==> src/rtl/sar_seq_pkg.sv <==
package sar_seq_pkg;
  localparam int unsigned RES    = 6;
  localparam int unsigned PHASES = RES + 2;

  typedef struct packed {
    logic           sampling;
    logic           clearing;
    logic           lastBit;
    logic [RES-1:0] bitStrobe;
  } seqStrobes_t;
endpackage

==> src/rtl/sar_seq_ctrl.sv <==
module sar_seq_ctrl
  import sar_seq_pkg::*;
(
  input  logic        clk,
  input  logic        rst,
  output seqStrobes_t strobes
);
  logic [PHASES-1:0] ring;

  always_ff @(posedge clk) begin
    if (rst) ring <= {{(PHASES-1){1'b0}}, 1'b1};
    else     ring <= {ring[PHASES-2:0], ring[PHASES-1]};
  end

  assign strobes.sampling = ring[0];
  assign strobes.clearing = ring[PHASES-1];
  assign strobes.lastBit  = ring[RES];

  // bit RES-1 is decided in phase 1, bit 0 in phase RES
  for (genvar i = 0; i < RES; i++) begin : g_bitMap
    assign strobes.bitStrobe[i] = ring[RES-i];
  end
endmodule

==> src/rtl/sar_seq_dp.sv <==
module sar_seq_dp
  import sar_seq_pkg::*;
(
  input  logic           clk,
  input  logic           rst,
  input  seqStrobes_t    strobes,
  input  logic           compIn,
  output logic [RES-1:0] dacSwitch,
  output logic [RES-1:0] resultCode
);
  logic [RES-1:0] decided;
  logic [RES-1:0] nextDecided;

  assign nextDecided = (decided & ~strobes.bitStrobe) |
                       (strobes.bitStrobe & {RES{compIn}});
  assign dacSwitch   = decided | strobes.bitStrobe;

  always_ff @(posedge clk) begin
    if (rst) begin
      decided    <= '0;
      resultCode <= '0;
    end else begin
      if (strobes.sampling || strobes.clearing) decided <= '0;
      else                                      decided <= nextDecided;
      if (strobes.lastBit) resultCode <= nextDecided;
    end
  end
endmodule

==> src/rtl/sar_seq_top.sv <==
module sar_seq_top
  import sar_seq_pkg::*;
(
  input  logic           clk,
  input  logic           rst,
  input  logic           compIn,
  output logic           sampleHold,
  output logic           compReset,
  output logic [RES-1:0] dacSwitch,
  output logic [RES-1:0] resultCode,
  output logic           done
);
  seqStrobes_t strobes;

  sar_seq_ctrl u_ctrl (
    .clk     (clk),
    .rst     (rst),
    .strobes (strobes)
  );

  sar_seq_dp u_dp (
    .clk        (clk),
    .rst        (rst),
    .strobes    (strobes),
    .compIn     (compIn),
    .dacSwitch  (dacSwitch),
    .resultCode (resultCode)
  );

  assign sampleHold = strobes.sampling;
  assign compReset  = strobes.clearing;
  assign done       = strobes.clearing;
endmodule

==> config.mk <==
export PLATFORM = sky130hd
export DESIGN_NAME = sar_seq_top
export DESIGN_NICKNAME = d
export VERILOG_FILES = /design/src/rtl/sar_seq_pkg.sv /design/src/rtl/sar_seq_ctrl.sv /design/src/rtl/sar_seq_dp.sv /design/src/rtl/sar_seq_top.sv
export SDC_FILE = /design/constraint.sdc
export NUM_CORES = 1
export LEC_CHECK = 0
export ABC_AREA = 1
export BUFFER_PORTS_ARGS = -buffer_cell sky130_fd_sc_hd__buf_2
export CAP_MARGIN = 20
export CORE_ASPECT_RATIO = 0.9
export CORE_MARGIN = 2
export CORE_UTILIZATION = 54
export DETAILED_ROUTE_END_ITERATION = 12
export GPL_TIMING_DRIVEN = 0
export PLACE_DENSITY_LB_ADDON = 0.3
export SKIP_LAST_GASP = 1
export SLEW_MARGIN = 40
export SYNTH_ARGS = -nofsm -noshare
export SYNTH_HDL_FRONTEND = slang
export SYNTH_HIERARCHICAL = 1
export SYNTH_SLANG_ARGS = --single-unit
==> constraint.sdc <==
create_clock -name clk -period 2.5 [get_ports clk]
set_input_delay 0.625 -clock clk [delete_from_list [all_inputs] [get_ports clk]]
set_output_delay 0.625 -clock clk [all_outputs]
set_load 0.01 [all_outputs]
==> metrics.md <==
| Metric | Value |
|---|---|
| Critical path destination | `dacSwitch[0]` |
| Vias per cell | `4.50` |
| Power Total | `503 uW` |
| Tot GR Track Use | `0.163` |
| Worst R2R End | `u_dp/resultCode[2]` |
| HPWL Detailed | `938 um` |
| Final hold vios | `0` |
| Gpl congestion | `0.696` |
| Clock share of power | `0.287` |
| Setup TNS | `0 ps` |
| Max-Slew Margin vs Limit | `0.834` |
| Clock-pin transition on the worst setup and hold timing paths | `100 ps` |
| CTS Hold Buffers Added | `0` |
| Die ar. | `1780 um^2` |
| Final min period | `1690 ps` |
| Layout cells sized above 1 | `0.315` |
| Period utilization | `0.677` |
| Filler instances | `136` |
| Synth warn | `6` |
| Distinct cells, synth | `12` |
| Commonest non-fill, non-tap cells in the layout | `inv_1, dfxtp_1, nand2_1, buf_2, nor2_1` |
| Setup violators final | `0` |
| Rows | `13` |
| Remaining global-route overflow | `0` |
| Area growth, synth to finish | `16.0%` |
| Net Count, Synth | `107` |
| Final #Nets | `129` |
| #FFs+latches synth | `20` |
| Highest clock rate | `591 MHz` |
| Via count | `626` |
| Max FO, Critical Path | `5` |
| RSZ-0062 raised after global routing | `false` |
| Largest net degree at the start of global routing | `11` |
| Switching pwr | `111 uW` |
| Power Dens Cells | `550 nW/um^2` |
| Critical Path AT | `1070 ps` |
| Comb pwr share | `0.063` |
| CTS Sinks | `20` |
| Non-filler cells, final | `139` |
| CP Cell Sequence | `or2_2, buf_2` |
| R2R depth | `6` |
| Post-synthesis cell area | `788 um^2` |
| Final slew viol count | `0` |
| IO Port Bufs | `17` |
| Worst setup path start | `u_ctrl/ring[6]` |
| Status | `finished, final reports clean` |
| Clock Skews | `3.17 ps` |
| I/O pin total | `18` |
| Cells after DPL | `136` |
| HP Class | `reg2reg` |
| CTS tree | `yes` |
| Register share of total power | `0.651` |
| Post-CTS Resized | `0` |
| Int Pwr | `392 uW` |
| Worst r2r src | `u_ctrl/ring[6]` |
| Die Ht | `40.2 um` |
| Net Sw Frac | `0.221` |
| Global-route wire length before repair | `1970 um` |
| Antenna Cells | `0` |
| Max-Cap Viols | `0` |
| Total CTS buffers | `3` |
| Kind of critical path | `reg2out` |
| Register area share after synthesis | `0.508` |
| TritonRoute pass-1 iters | `4` |
| Initial Util | `0.564` |
| Die Width | `44.3 um` |
| CTS max path bufs | `2` |
| Postcts setup bufs | `0` |
| DR WL/cell | `9.27 um` |
| Max stage delay on crit path | `350 ps` |
| Critical Path End Type | `output pin` |
| Drt total wl | `1290 um` |
| Startpoint types | `register` |
| Avg Inst Size Synth | `7.58 um^2` |
| Vias in the first global route | `469` |
| DR DRC count | `0` |
| Leak Pwr | `0.000466 uW` |
| H-tree depth | `1` |
| Measured slew at the worst slew-check pin | `248 ps` |
| Core footprint | `1400 um^2` |
| Worst skew pair latency | `290 ps` |
| CP max stage cell | `dfxtp_1` |
| Commonest non-fill, non-tap cell in the layout | `inv_1` |
| Worst path required time | `1880 ps` |
| Antenna viol nets, final | `0` |
| Root buffer cell | `clkbuf_4` |
| Final hold slack | `466 ps` |
| VDD IR max | `0.359 mV` |
| R2r setup slk | `1520 ps` |
| First DRT Iteration DRCs | `13` |
| Synth Instances | `104` |
| Initial antenna violation count | `0` |
==> synthesized netlist by cell type (all sizes together) <==
master	number	area share
nand2	20	0.098
nand3	6	0.038
dfxtp	20	0.51
a21oi	6	0.038
buf	4	0.048
nor2	20	0.12
inv	22	0.10
or2	6	0.048
==> metal layers <==
metal,share of wire,vias to the layer above,GRT usage
met3,0.033,2,0.0405
li1,-,342,-
met1,0.49,273,0.208
met5,0,-,0
met2,0.47,9,0.254
met4,0.011,0,0.0909
==> worst min path at each step <==
stage / start / end / slack, ps / cells past startpoint
floorplan: u_ctrl/ring[1] / u_ctrl/ring[2] / 440 / 2
global placement: u_ctrl/ring[0] / u_ctrl/ring[1] / 440 / 2
detailed placement: u_ctrl/ring[5] / u_ctrl/ring[6] / 450 / 2
CTS: u_ctrl/ring[5] / u_ctrl/ring[6] / 470 / 2
global route: u_ctrl/ring[5] / u_ctrl/ring[6] / 490 / 2
finish: u_ctrl/ring[5] / u_ctrl/ring[6] / 470 / 2
==> cells by family after synthesis <==
logic type | after synthesis | share of synthesized area
compound gates | 6 | 0.0381
buf+inv | 26 | 0.152
flops | 20 | 0.508
simple gates | 52 | 0.302
==> per-stage QoR <==
step	utilization	instance area [um^2]	setup slack (ps)
global placement	0.638	892	1130
detailed placement	0.638	892	1130
global route	0.654	915	751
finish	0.654	915	808
floorplan	-	788	1240
CTS	0.654	915	800
==> power by group through the flow <==
stage	combinational, uW	clock [uW]	sequential, uW
after floorplan	18.8	0	335
after global placement	31.0	0	334
after detailed placement	31.5	0	334
after CTS	31.7	146	327
final	31.5	144	327
after global routing	35.3	162	328
==> layout make-up <==
class	instances	area, um^2	share of cell area
Sequential cell	20	400	0.438
Clock buffer	3	22.5	0.0246
Buffer	4	37.5	0.0410
Timing Repair Buffer	17	85.1	0.0930
Tap cell	15	18.8	0.0205
Multi-Input combinational cell	58	268	0.293
Inverter	22	82.6	0.0903
==> worst max-delay path: cells and delay by family, from the launching register on <==
family        cells  cell delay [ps]
simple gates      1              290
flops             1              350
buf+inv           1              140
==> registers in the layout (all words and copies together) (netlist names) <==
name             count
u_ctrl/ring          8
u_dp/decided         6
u_dp/resultCode      6
(Power assumes the default switching activity.)
